File: config.mk
export PLATFORM = sky130hd
export DESIGN_NAME = paced_sample_timer
export DESIGN_NICKNAME = d
export VERILOG_FILES = /design/src/rtl/pst_pkg.sv /design/src/rtl/pst_tick_prescaler.sv /design/src/rtl/pst_period_gen.sv /design/src/rtl/pst_capture_ctrl.sv /design/src/rtl/paced_sample_timer.sv
export SDC_FILE = /design/constraint.sdc
export NUM_CORES = 1
export LEC_CHECK = 0
export ABC_CLOCK_PERIOD_IN_PS = 4100
export BUFFER_PORTS_ARGS = -buffer_cell sky130_fd_sc_hd__buf_2
export CAP_MARGIN = 10
export CORE_ASPECT_RATIO = 1.75
export CORE_MARGIN = 1
export CORE_UTILIZATION = 59
export DETAILED_ROUTE_END_ITERATION = 12
export PLACE_DENSITY = 0.81
export RECOVER_POWER = 25
export SLEW_MARGIN = 5
export SYNTH_ARGS = -nofsm -noshare
export SYNTH_HDL_FRONTEND = slang
export SYNTH_SLANG_ARGS = --single-unit
File: constraint.sdc
create_clock -name clk -period 4.1 [get_ports clk]
set_input_delay 0.205 -clock clk [delete_from_list [all_inputs] [get_ports clk]]
set_output_delay 0.205 -clock clk [all_outputs]
set_load 0.02 [all_outputs]
File: src/rtl/pst_pkg.sv
package pst_pkg;
    localparam int INT_W   = 16;
    localparam int FRAC_W  = 8;
    localparam int DIV_W   = INT_W + FRAC_W;
    localparam int NUM_SRC = 3;
    localparam int PRE_W   = 2;

    function automatic logic [PRE_W-1:0] presc_last(input logic [PRE_W-1:0] ratio);
        return (ratio == '0) ? '0 : ratio - 1'b1;
    endfunction
endpackage

File: src/rtl/pst_tick_prescaler.sv
module pst_tick_prescaler
    import pst_pkg::*;
(
    input  logic             clk,
    input  logic             rst_n,
    input  logic             clear_i,
    input  logic             tick_i,
    input  logic [PRE_W-1:0] ratio_i,
    output logic             ptick_o
);
    typedef struct packed {
        logic [PRE_W-1:0] phase;
    } pre_state_t;

    pre_state_t s_d, s_q;
    logic       wrap;

    always_comb begin
        s_d  = s_q;
        wrap = (s_q.phase >= presc_last(ratio_i));
        ptick_o = tick_i && wrap && !clear_i;
        if (clear_i) begin
            s_d.phase = '0;
        end else if (tick_i) begin
            s_d.phase = wrap ? '0 : s_q.phase + 1'b1;
        end
    end

    always_ff @(posedge clk or negedge rst_n) begin
        if (!rst_n) s_q <= '0;
        else        s_q <= s_d;
    end

    AST_PRESC_RANGE: assert property (@(posedge clk) disable iff (!rst_n)
        s_q.phase <= 2'd2);
endmodule

File: src/rtl/pst_period_gen.sv
module pst_period_gen
    import pst_pkg::*;
(
    input  logic             clk,
    input  logic             rst_n,
    input  logic             load_i,
    input  logic             run_i,
    input  logic             ptick_i,
    input  logic [DIV_W-1:0] div_word_i,
    input  logic [PRE_W-1:0] presc_i,
    output logic             fire_o,
    output logic [PRE_W-1:0] presc_o
);
    typedef struct packed {
        logic [INT_W:0]    cnt;
        logic [FRAC_W-1:0] acc;
        logic [PRE_W-1:0]  presc;
    } pg_state_t;

    pg_state_t         s_d, s_q;
    logic [INT_W-1:0]  int_eff;
    logic [FRAC_W:0]   acc_sum;

    always_comb begin
        s_d     = s_q;
        int_eff = div_word_i[DIV_W-1:FRAC_W];
        if (int_eff == '0) int_eff = 1;
        acc_sum = {1'b0, s_q.acc} + {1'b0, div_word_i[FRAC_W-1:0]};
        fire_o  = run_i && ptick_i && (s_q.cnt == 1);
        if (load_i) begin
            s_d.cnt   = {1'b0, int_eff};
            s_d.acc   = '0;
            s_d.presc = presc_i;
        end else if (fire_o) begin
            s_d.cnt   = {1'b0, int_eff} + {{INT_W{1'b0}}, acc_sum[FRAC_W]};
            s_d.acc   = acc_sum[FRAC_W-1:0];
            s_d.presc = presc_i;
        end else if (run_i && ptick_i) begin
            s_d.cnt   = s_q.cnt - 1'b1;
        end
    end

    assign presc_o = s_q.presc;

    always_ff @(posedge clk or negedge rst_n) begin
        if (!rst_n) begin
            s_q.cnt   <= 1;
            s_q.acc   <= '0;
            s_q.presc <= 2'd1;
        end else begin
            s_q <= s_d;
        end
    end

    AST_CNT_NONZERO: assert property (@(posedge clk) disable iff (!rst_n)
        s_q.cnt != '0);
endmodule

File: src/rtl/pst_capture_ctrl.sv
module pst_capture_ctrl #(
    parameter int CNT_W  = 16,
    parameter int DATA_W = 12
) (
    input  logic              clk,
    input  logic              rst_n,
    input  logic              start_i,
    input  logic              fire_i,
    input  logic [CNT_W-1:0]  count_i,
    input  logic              adc_valid_i,
    input  logic [DATA_W-1:0] adc_data_i,
    output logic              run_o,
    output logic              sample_o,
    output logic              wr_en_o,
    output logic [CNT_W-1:0]  wr_idx_o,
    output logic [DATA_W-1:0] wr_data_o,
    output logic              done_pulse_o,
    output logic              done_o
);
    typedef struct packed {
        logic              busy;
        logic [CNT_W-1:0]  trig;
        logic [CNT_W-1:0]  wr;
        logic [CNT_W-1:0]  limit;
        logic              sample;
        logic              wr_en;
        logic [CNT_W-1:0]  wr_idx;
        logic [DATA_W-1:0] wr_data;
        logic              last;
        logic              done_pulse;
        logic              done;
    } cap_state_t;

    cap_state_t       s_d, s_q;
    logic             accept;
    logic [CNT_W-1:0] cnt_eff;

    always_comb begin
        s_d            = s_q;
        s_d.sample     = 1'b0;
        s_d.wr_en      = 1'b0;
        s_d.last       = 1'b0;
        s_d.done_pulse = 1'b0;
        cnt_eff = (count_i == '0) ? 1 : count_i;
        run_o   = s_q.busy && (s_q.trig < s_q.limit);
        accept  = s_q.busy && adc_valid_i && (s_q.wr < s_q.trig);
        if (start_i) begin
            s_d.busy  = 1'b1;
            s_d.trig  = '0;
            s_d.wr    = '0;
            s_d.limit = cnt_eff;
            s_d.done  = 1'b0;
        end else begin
            if (fire_i) begin
                s_d.trig   = s_q.trig + 1'b1;
                s_d.sample = 1'b1;
            end
            if (accept) begin
                s_d.wr_en   = 1'b1;
                s_d.wr_idx  = s_q.wr;
                s_d.wr_data = adc_data_i;
                s_d.wr      = s_q.wr + 1'b1;
                s_d.last    = (s_q.wr == s_q.limit - 1'b1);
            end
            if (s_q.last) begin
                s_d.done_pulse = 1'b1;
                s_d.done       = 1'b1;
                s_d.busy       = 1'b0;
            end
        end
    end

    assign sample_o     = s_q.sample;
    assign wr_en_o      = s_q.wr_en;
    assign wr_idx_o     = s_q.wr_idx;
    assign wr_data_o    = s_q.wr_data;
    assign done_pulse_o = s_q.done_pulse;
    assign done_o       = s_q.done;

    always_ff @(posedge clk or negedge rst_n) begin
        if (!rst_n) begin
            s_q       <= '0;
            s_q.limit <= 1;
        end else begin
            s_q <= s_d;
        end
    end

    AST_TRIG_LIMIT: assert property (@(posedge clk) disable iff (!rst_n)
        s_q.trig <= s_q.limit);
    AST_WR_BEHIND_TRIG: assert property (@(posedge clk) disable iff (!rst_n)
        s_q.wr <= s_q.trig);
    AST_IDX_BOUND: assert property (@(posedge clk) disable iff (!rst_n)
        s_q.wr_en |-> (s_q.wr_idx < s_q.limit));
    AST_DONE_AFTER_WRITE: assert property (@(posedge clk) disable iff (!rst_n)
        s_q.done_pulse |-> $past(s_q.wr_en));
    AST_IDLE_AFTER_DONE: assert property (@(posedge clk) disable iff (!rst_n)
        s_q.done_pulse |-> (!s_q.busy && s_q.done));
endmodule

File: src/rtl/paced_sample_timer.sv
module paced_sample_timer
    import pst_pkg::*;
#(
    parameter int CNT_W  = 16,
    parameter int DATA_W = 12
) (
    input  logic               clk,
    input  logic               rst_n,
    input  logic [NUM_SRC-1:0] tick_en_i,
    input  logic [1:0]         src_sel_i,
    input  logic [DIV_W-1:0]   div_word_i,
    input  logic [PRE_W-1:0]   presc_i,
    input  logic [CNT_W-1:0]   count_i,
    input  logic               start_i,
    input  logic               adc_valid_i,
    input  logic [DATA_W-1:0]  adc_data_i,
    output logic               sample_o,
    output logic               wr_en_o,
    output logic [CNT_W-1:0]   wr_idx_o,
    output logic [DATA_W-1:0]  wr_data_o,
    output logic               done_pulse_o,
    output logic               done_o
);
    logic             tick_sel;
    logic             ptick;
    logic             fire;
    logic             run;
    logic [PRE_W-1:0] presc_act;

    always_comb begin
        tick_sel = tick_en_i[0];
        for (int i = 1; i < NUM_SRC; i++) begin
            if (int'(src_sel_i) == i) tick_sel = tick_en_i[i];
        end
    end

    pst_tick_prescaler u_presc (
        .clk     (clk),
        .rst_n   (rst_n),
        .clear_i (start_i),
        .tick_i  (tick_sel),
        .ratio_i (presc_act),
        .ptick_o (ptick)
    );

    pst_period_gen u_period (
        .clk        (clk),
        .rst_n      (rst_n),
        .load_i     (start_i),
        .run_i      (run),
        .ptick_i    (ptick),
        .div_word_i (div_word_i),
        .presc_i    (presc_i),
        .fire_o     (fire),
        .presc_o    (presc_act)
    );

    pst_capture_ctrl #(.CNT_W(CNT_W), .DATA_W(DATA_W)) u_cap (
        .clk          (clk),
        .rst_n        (rst_n),
        .start_i      (start_i),
        .fire_i       (fire),
        .count_i      (count_i),
        .adc_valid_i  (adc_valid_i),
        .adc_data_i   (adc_data_i),
        .run_o        (run),
        .sample_o     (sample_o),
        .wr_en_o      (wr_en_o),
        .wr_idx_o     (wr_idx_o),
        .wr_data_o    (wr_data_o),
        .done_pulse_o (done_pulse_o),
        .done_o       (done_o)
    );
endmodule

==> key figures, run 1 <==
Worst setup path
  • Critical-path cell with the highest stage delay: clkbuf_1
  • Crit path required time: 4.30 ns
  • Delay-heaviest family, CP: buffers and inverters
  • Critical Path Fanout Max: 88
  • CP Class: in2reg
  • Data arrival, critical path: 3.88 ns
  • Cell Chain, Critical Path: clkbuf_1 > clkbuf_1 > a21oi_1 > buf_4 > a22oi_1 > o21ai_0
  • Setup crit end kind: flip-flop
  • Startpoint types: input pin
  • CP Buf/Inv Count: 3
  • CP dominant cell by count: clkbuf_1
  • Worst path max stage delay: 2.63 ns

Final layout
  • Share of cells above drive strength 1: 17.06%
  • Final nets: 950
  • Fillcell total: 981
  • Area delta synth->final: 9.748%
  • Final core utilization: 66.31%
  • Antenna diodes: 0

Routing
  • DR vias: 6200
  • Avg Vias per Cell: 6.145
  • WL/cell: 18.25 um
  • Drt initial violations: 262
  • Remaining DRCs: 0
  • Remaining antenna violation count: 0
  • Drt total wl: 18.41 mm
  • DRT Pass-1 Iters: 6

Synth
  • Main synth FF type: dfrtp_1
  • Ys Warns: 0
  • Seq cells post-synth: 111
  • Synth async-reset ratio: 100.0%
  • Area leader, netlist: dfrtp_1
  • Sequential-to-total area share from yosys stat: 38.35%
  • Top-area cell type share of the netlist area: 37.27%
  • Ranking of synthesized cells by area: dfrtp_1 37%, ha_1 8.1%, mux2_2 5.3%, xnor2_1 4.1%, xor2_1 3.5%
  • Post-synth EDFFs: 0
  • Cell variety after synth: 61
  • Cell count after synthesis: 779
  • Syn_nets: 890
  • Mapped Area: 7252 um2
  • Mapped Avg Cell Area: 9.309 um2

GRT
  • Initial antenna violation count: 0
  • First-pass GRT wire length: 30.24 mm
  • Gr ovfl total: 0
  • Vias in the first global route: 6446
  • Largest net degree at the start of global routing: 89
  • Tot GR Track Use: 30.34%

Floorplanning
  • Core area: 12000 um2
  • Die Ht: 148.7 um
  • Die width: 85.81 um
  • Starting Density: 60.42%
  • Std-Cell Rows: 53
  • DIE AREA: 12760 um2
  • Boundary Pins: 95

Timing
  • Tightest Pin Transition: 3.675 ns
  • Relative max-transition margin: -145.0%
  • Max Transition Viols Final: 129
  • Fin Setup TNS: 0 ns
  • Period utilisation layout: 89.86%
  • FMAX: 271.4 MHz
  • Worst clock skew: 0.008443 ns
  • Final min period: 3.684 ns
  • # setup viols final: 0
  • RSZ-0062 raised after global routing: false
  • Hold Vio Cnt, Final: 0

Placement
  • I/O Buffers: 94
  • Final GP Congestion: 0.9475
  • Post-DP HPWL: 13.98 mm

Clock network
  • Setup bufs post-CTS: 0
  • Root Buffer: clkbuf_16
  • Clk sinks: 111
  • CTS buffer count: 9
  • CTS tree: yes
  • H-tree levels: 3
  • Reg clk slew, reported paths: 0.08 ns
  • CTS max path bufs: 2
  • Post-CTS Hold Buffers: 1
  • Post-CTS Resized: 0
  • Skew-Pair Late Insertion Delay: 0.35 ns

Min path
  • Class of the worst hold path: in2reg

Power
  • Power per cell area: 319.3 nW/um2
  • Peak VDD IR: 0.1910 mV
  • Sequential fraction of design power: 48.5%
  • NetSw: 0.0007311 W
  • Clk pwr share: 35.4%
  • P_int: 0.001810 W
  • Static Leak: 3.710 nW
  • Sw Share: 28.77%
  • Comb power frac: 16.0%

Status
  • Status: finished with violations
  • Failing checks: capacitance limit, slew limit

Job
  • # Max-Cap Violations: 2
layer usage:
metal	vias up	global-route usage [%]	wire length, um
li1	2883	-	-
met1	2975	30.54	6510
met2	257	55.32	9806
met3	85	4.495	832
met4	0	22.75	1264
met5	-	0	0
worst register-to-register path, delay by kind of cell, from the launching register on:
family | cells | cell delay, ns
fa+ha+maj | 1 | 0.33
flops | 1 | 0.46
mux | 1 | 0.46
compound gates | 4 | 1.11
simple gates | 2 | 0.58
buf+inv | 2 | 0.38
final timing paths:
kind	depth (start not counted)	to	slack (ns)	from
worst max-delay path	6	u_period.s_q[15]	0.42	start_i
worst min-delay path	3	u_cap.s_q[35]	0.07	count_i[2]
worst max register to register	10	u_cap.s_q[65]	0.67	u_cap.s_q[42]
worst min register to register	1	u_cap.wr_idx_o[12]	0.50	u_cap.wr_idx_o[12]
max in group asynchronous	3	u_period.s_q[10]	1.51	rst_n
min in group asynchronous	2	u_cap.wr_idx_o[2]	1.06	rst_n
cell usage after synthesis, types with 4 or more instances:
cell / number
nand2_1: 45
a22oi_1: 15
or4_1: 5
nor4_1: 11
buf_4: 30
buf_1: 4
a21o_1: 11
nor2_1: 55
inv_1: 45
clkbuf_1: 22
and4_1: 4
and2_1: 7
o21ai_0: 50
mux2_2: 34
nand2b_1: 5
or3_1: 6
a31oi_1: 4
a41oi_1: 4
xnor2_1: 34
o31ai_1: 8
a21oi_1: 38
dfrtp_1: 108
nand3_1: 33
nor3_1: 25
ha_1: 47
and3_1: 11
nor2b_1: 7
mux2i_1: 11
nand4_1: 24
o211ai_1: 4
xor2_1: 29
placed cells by master, fill, tap and decap left out, types with 15 or more instances in the layout:
cell type / netlist / final
a21oi_1: 38 / 38
a22oi_1: 15 / 15
buf_2: 1 / 70
clkbuf_1: 22 / 25
dfrtp_1: 108 / 108
ha_1: 47 / 47
inv_1: 45 / 45
mux2_2: 34 / 34
nand2_1: 45 / 45
nand3_1: 33 / 33
nand4_1: 24 / 24
nor2_1: 55 / 55
nor3_1: 25 / 25
o21ai_0: 50 / 50
xnor2_1: 34 / 34
xor2_1: 29 / 29
registers in the layout (all words and copies together), names as in the netlist:
name and cells:
u_cap.sample_o 1, u_cap.done_o 1, u_cap.wr_data_o 12, u_period.presc_o 2
u_cap.done_pulse_o 1, u_cap.wr_idx_o 16, u_cap.s_q 50, u_period.s_q 25
u_presc.s_q 2, u_cap.wr_en_o 1
kinds of logic after synthesis:
kind of cell | synth area share (%)
adder cells (fa/ha/maj) | 8.385
AND/OR/NAND/NOR | 18.00
buffers and inverters | 7.005
AO/OA/AOI/OAI | 13.65
flip-flops | 38.35
XOR/XNOR | 7.609
multiplexers | 7.005
metrics by stage:
stage          total power (W)  hold slack, ns  instances  cell area [um2]  setup WS (ns)
2_1_floorplan         0.001535        -0.09059        779             7252          1.196
3_3_place_gp          0.001643          0.2181        992             7682         0.8625
3_5_place_dp          0.001663          0.2231        992             7682         0.7196
4_1_cts               0.002557         0.07294       1009             7995         0.7153
5_1_grt               0.002655         0.07622       1009             7959         0.1526
6_report              0.002542         0.07398       1009             7959         0.4157
power by group through the flow:
stage | Combinational (W) | Sequential, W | Clock (W)
after floorplan | 0.000301 | 0.00123 | 0
final | 0.000408 | 0.00123 | 0.000900
after global routing | 0.000454 | 0.00124 | 0.000959
after global placement | 0.000395 | 0.00125 | 0
after detailed placement | 0.000409 | 0.00125 | 0
after CTS | 0.000412 | 0.00123 | 0.000914
layout make-up:
type	count	area, um2	area share (%)
clock buffer	9	225.2	2.830
clock inverter	7	77.57	0.9747
inverter	45	168.9	2.122
multi-input combinational	565	3963	49.79
sequential	111	2781	34.95
tap	165	206.4	2.594
timing repair buffer	107	536.8	6.744
Power figures use the tool's default switching activity.
==> run 2: changes to the inputs <==
Settings changed: CORE_ASPECT_RATIO 1.75 to 2.
==> key figures, run 2 (same netlist as run 1, synthesis figures left out) <==
Status
  • Status: finished with violations
  • Failing checks: capacitance limit, slew limit

Routing
  • Remaining DRCs: 0
  • Top routing layer in use: met4
  • DRT Pass-1 Iters: 6
  • DR WL met2: 10.12 mm
  • Drt total wl: 18.69 mm
  • WL/cell: 18.80 um
  • Drt initial violations: 314
  • Remaining antenna violation count: 0
  • DR WL met3: 871 um
  • DR vias: 6237
  • Avg Vias per Cell: 6.275
  • Metal1 wirelength: 6.117 mm

Floorplanning
  • Boundary Pins: 95
  • Std-Cell Rows: 57
  • Die width: 80.40 um
  • Die Ht: 158.8 um
  • Starting Density: 60.17%
  • Core area: 12050 um2
  • DIE AREA: 12770 um2

Final layout
  • Commonest cells after routing, fill and taps aside: 108 x dfrtp_1, 81 x buf_2, 55 x nor2_1, 50 x o21ai_0, 47 x ha_1
  • Area delta synth->final: 9.610%
  • Final nets: 953
  • Top reg by flops: u_cap.s_q
  • Share of cells above drive strength 1: 18.54%
  • Final instance area: 7949 um2
  • Max reg flops: 50
  • Antenna diodes: 0
  • Most common cell after layout, fill and taps aside: dfrtp_1

Min path
  • Class of the worst hold path: in2reg
  • Worst Hold Depth: 2
  • Hold path startpoint: adc_data_i[5]

Timing
  • Fin Setup TNS: 0 ns
  • Relative max-transition margin: -89.13%
  • Tightest Pin Transition: 2.837 ns
  • Final hold slack: 0.06927 ns
  • Hold Vio Cnt, Final: 0
  • FMAX: 288.6 MHz
  • # setup viols final: 0
  • Max Transition Viols Final: 50
  • Final min period: 3.465 ns
  • RSZ-0062 raised after global routing: false
  • Final worst slack: 0.6352 ns
  • Worst clock skew: 0.01420 ns
  • Period utilisation layout: 84.51%

Clock network
  • Setup bufs post-CTS: 0
  • H-tree levels: 3
  • CTS max path bufs: 2
  • CTS tree: yes
  • Root Buffer: clkbuf_16
  • Post-CTS Resized: 0
  • CTS buffer count: 9
  • Clk sinks: 111
  • Skew-Pair Late Insertion Delay: 0.36 ns
  • Reg clk slew, reported paths: 0.08 ns

Worst setup path
  • Startpoint types: flip-flop
  • Critical Path Fanout Max: 5
  • Data arrival, critical path: 3.74 ns
  • Worst-case reg-to-reg path depth: 18
  • Critical-path cell with the highest stage delay: fa_1
  • RR Startpoint: u_period.s_q[2]
  • Setup crit end kind: flip-flop
  • Cell Chain, Critical Path: ha_1 > inv_1 > fa_1 > nor2b_1 > o21ai_0 > a21oi_1 > o21ai_0 > nand2b_1 > a21o_1 > a21o_1 > ha_1 > ha_1 > nand3_1 > nor2_1 > nand4_1 > xnor2_1 > mux2i_1 > o21ai_0
  • CP Buf/Inv Count: 1
  • Crit path required time: 4.38 ns
  • Delay-heaviest family, CP: simple AND/OR/NAND/NOR gates
  • Worst path depth: 18
  • Worst path max stage delay: 0.40 ns
  • CP Class: reg2reg
  • Critical Path Source: u_period.s_q[2]

Placement
  • Placed Area: 7682 um2
  • Post-DP HPWL: 14.18 mm
  • I/O Buffers: 94
  • Pre-CTS WS: 0.6647 ns
  • Final GP Congestion: 0.9271

GRT
  • Gr ovfl total: 0
  • First-pass GRT wire length: 30.32 mm
  • Tot GR Track Use: 30.73%
  • Vias in the first global route: 6585
  • Initial antenna violation count: 0
  • Largest net degree at the start of global routing: 74

Power
  • Power per cell area: 315.4 nW/um2
  • Peak VDD IR: 0.2728 mV
  • Overall power: 0.002507 W
  • Static Leak: 3.760 nW

Job
  • # Max-Cap Violations: 1
[run 2: cell type report]
| type | instances | area [um2] |
|---|---|---|
| Fill cell | 1021 | 4104 |
| Multi-Input combinational cell | 565 | 3963 |
| Sequential cell | 111 | 2781 |
| Timing Repair Buffer | 110 | 576.8 |
| Clock buffer | 11 | 232.7 |
| Tap cell | 147 | 183.9 |
| Inverter | 45 | 168.9 |
| Clock inverter | 5 | 42.54 |
[run 2: layer usage]
metal  global-route usage (%)  vias to the layer above
li1                         -                     2891
met1                    29.41                     3012
met2                    55.51                      245
met3                    4.310                       89
met4                    24.43                        0
met5                        0                        -
[run 2: final timing paths]
kind / endpoint / slack, ns
max in group asynchronous: u_cap.s_q[59] / 1.15
worst max register to register: u_period.s_q[24] / 0.64
worst max-delay path: u_period.s_q[24] / 0.64
min in group asynchronous: u_cap.wr_data_o[9] / 1.29
worst min register to register: u_cap.wr_idx_o[11] / 0.49
worst min-delay path: u_cap.wr_data_o[5] / 0.07
[run 2: what timing repair did]
action / in CTS / in global routing
hold buffers: 1 / 0
setup endpoints to repair: 0 / 0
endpoints found under the hold margin: 47 / 0
[run 2: report_power, final]
group	leakage (nW)	internal (W)	total [W]	switching [W]
Combinational	2.17	0.000171	0.000425	0.000254
Clock	0.136	0.000423	0.000850	0.000427
Sequential	1.46	0.00116	0.00123	0.0000684
[run 2: worst reg2reg max path, cell delays in order (launching register included)]
cell and delay, ns:
dfrtp_1 0.36, ha_1 0.17, inv_1 0.06, fa_1 0.40
nor2b_1 0.13, o21ai_0 0.11, a21oi_1 0.20, o21ai_0 0.09
nand2b_1 0.11, a21o_1 0.12, a21o_1 0.12, ha_1 0.18
ha_1 0.20, nand3_1 0.13, nor2_1 0.39, nand4_1 0.20
xnor2_1 0.18, mux2i_1 0.08, o21ai_0 0.17
[run 2: stage by stage]
step                      utilization (%)  std cells
after detailed placement            63.74        977
after floorplan                         -        779
after CTS                           66.11        994
final                               65.95        994
after global placement              63.74        977
after global routing                65.95        994
==> run 3: changes to the inputs <==
Settings changed: ABC_CLOCK_PERIOD_IN_PS 4100 to 3200.
Clock period 4.1 ns to 3.2 ns, I/O delays scaled along.
==> key figures, run 3 (same netlist as run 1, synthesis figures left out) <==
Floorplanning
  • Core area: 12050 um2
  • DIE AREA: 12770 um2
  • Starting Density: 60.17%
  • Boundary Pins: 95
  • Die Ht: 158.8 um
  • Std-Cell Rows: 57
  • Die width: 80.40 um

Final layout
  • Area delta synth->final: 12.99%
  • Final nets: 973
  • Commonest cells after routing, fill and taps aside: 108 x dfrtp_1, 60 x buf_2, 54 x nor2_1
  • Share of cells above drive strength 1: 19.72%
  • Top reg by flops: u_cap.s_q
  • Final instance area: 8194 um2
  • Max reg flops: 50
  • Antenna diodes: 0
  • Final std cells w/o fill: 1014
  • Final core utilization: 67.99%
  • Most common cell after layout, fill and taps aside: dfrtp_1

GRT
  • Grt met1 use: 29.42%
  • Gr ovfl total: 0
  • First-pass GRT wire length: 30.55 mm
  • Busiest grt layer: met2
  • Largest net degree at the start of global routing: 90
  • Initial antenna violation count: 0
  • Grt met3 use: 4.540%
  • Vias in the first global route: 6473
  • Tot GR Track Use: 31.27%
  • Grt met2 use: 56.78%

Routing
  • Remaining antenna violation count: 0
  • Avg Vias per Cell: 6.262
  • Drt total wl: 19.37 mm
  • DR vias: 6350
  • Remaining DRCs: 0
  • WL/cell: 19.10 um
  • DRT Pass-1 Iters: 9
  • Drt initial violations: 409

Power
  • Overall power: 0.003226 W
  • Peak VDD IR: 0.2705 mV
  • Power per cell area: 393.7 nW/um2
  • Static Leak: 3.789 nW

Worst setup path
  • Worst path depth: 18
  • Worst reg2reg endpoint: u_period.s_q[19]
  • Critical-path cell with the highest stage delay: fa_2
  • Setup crit end kind: flip-flop
  • Cell Chain, Critical Path: ha_2 > inv_1 > fa_2 > nor2b_2 > o21ai_2 > a21oi_2 > o21ai_1 > nand2b_1 > a21o_1 > a21o_1 > ha_4 > and4_1 > nor2b_4 > buf_4 > nand4_1 > xnor2_1 > a21oi_1 > o21ai_1
  • Worst-case reg-to-reg path depth: 18
  • CP Class: reg2reg
  • Critical Path Fanout Max: 5
  • RR Startpoint: u_period.s_q[2]
  • Worst path max stage delay: 0.37 ns
  • Delay-heaviest family, CP: compound AO/OA/AOI/OAI gates
  • Startpoint types: flip-flop
  • Data arrival, critical path: 3.25 ns
  • CP Buf/Inv Count: 2
  • Crit path required time: 3.44 ns
  • Flop2flop setup slack: 0.19 ns

Placement
  • Placed Area: 7800 um2
  • Post-DP HPWL: 14.35 mm
  • DP Cell Count: 991
  • I/O Buffers: 94
  • Final GP Congestion: 0.9788

Min path
  • Worst Hold Depth: 3
  • Hold Crit Endpoint: u_cap.s_q[48]
  • Class of the worst hold path: in2reg
  • Hold path startpoint: count_i[15]

Status
  • Status: finished with violations
  • Failing checks: capacitance limit, slew limit

Timing
  • Final hold slack: 0.03250 ns
  • FMAX: 331.9 MHz
  • Final min period: 3.013 ns
  • Relative max-transition margin: -6.527%
  • Hold Vio Cnt, Final: 0
  • # setup viols final: 0
  • Worst clock skew: 0.01140 ns
  • Period utilisation layout: 94.14%
  • Max Transition Viols Final: 63
  • Tightest Pin Transition: 1.598 ns

Job
  • # Max-Cap Violations: 1

Clock network
  • CTS max path bufs: 2
  • Clk sinks: 111
  • H-tree levels: 3
  • Root Buffer: clkbuf_16
  • Skew-Pair Late Insertion Delay: 0.35 ns
  • CTS buffer count: 9
  • CTS tree: yes
  • Reg clk slew, reported paths: 0.08 ns
## run 3: where the power goes
group          internal [W]  total [W]  switching (W)
Combinational      0.000224   0.000561       0.000337
Clock              0.000543    0.00109       0.000542
Sequential          0.00149    0.00158      0.0000893
## run 3: worst max path at each step
stage                             endpoint  slack [ns]            start
final                     u_period.s_q[19]        0.19  u_period.s_q[2]
after global routing      u_period.s_q[24]      -0.009  u_period.s_q[2]
after CTS                 u_period.s_q[24]        0.01  u_period.s_q[2]
after detailed placement  u_period.s_q[13]       -0.17    u_cap.s_q[47]
after global placement    u_period.s_q[13]        -0.1    u_cap.s_q[47]
after floorplan           u_period.s_q[24]        0.30  u_period.s_q[2]
## run 3: final cells by class
type | count | area, um2
Tap cell | 147 | 183.9
Clock buffer | 10 | 229.0
Inverter | 45 | 168.9
Timing Repair Buffer | 130 | 718.2
Fill cell | 979 | 3859
Sequential cell | 111 | 2781
Clock inverter | 6 | 55.05
Multi-Input combinational cell | 565 | 4058
## run 3: metal layers
layer / routed length, um / vias up / share of wire [%]
met5: 0 / - / 0
met4: 1556 / 0 / 8.0
met3: 946 / 103 / 4.9
met2: 10490 / 270 / 54
met1: 6372 / 3037 / 33
li1: - / 2940 / -
## run 3: repair_timing
action                                  in CTS  in global routing
resized for setup                            2                 24
buffers inserted                             0                  5
pin swaps                                    1                 12
cloned                                       0                  0
hold buffers                                 1                  0
hold endpoints to repair                    58                  0
endpoints found under the setup margin      33                 15
## run 3: worst reg2reg max path: stages, from the launching register on
cell,delay (ns)
dfrtp_1,0.35
ha_2,0.18
inv_1,0.06
fa_2,0.37
nor2b_2,0.13
o21ai_2,0.07
a21oi_2,0.15
o21ai_1,0.07
nand2b_1,0.11
a21o_1,0.12
a21o_1,0.15
ha_4,0.16
and4_1,0.20
nor2b_4,0.17
buf_4,0.15
nand4_1,0.11
xnor2_1,0.14
a21oi_1,0.14
o21ai_1,0.07
## run 3: metrics by stage
| stage | setup TNS (ns) | setup WS, ns |
|---|---|---|
| 6_report | 0 | 0.1874 |
| 5_1_grt | -0.009263 | -0.009263 |
| 4_1_cts | 0 | 0.01499 |
| 3_5_place_dp | -1.371 | -0.1679 |
| 3_3_place_gp | -0.2861 | -0.09618 |
| 2_1_floorplan | 0 | 0.2960 |
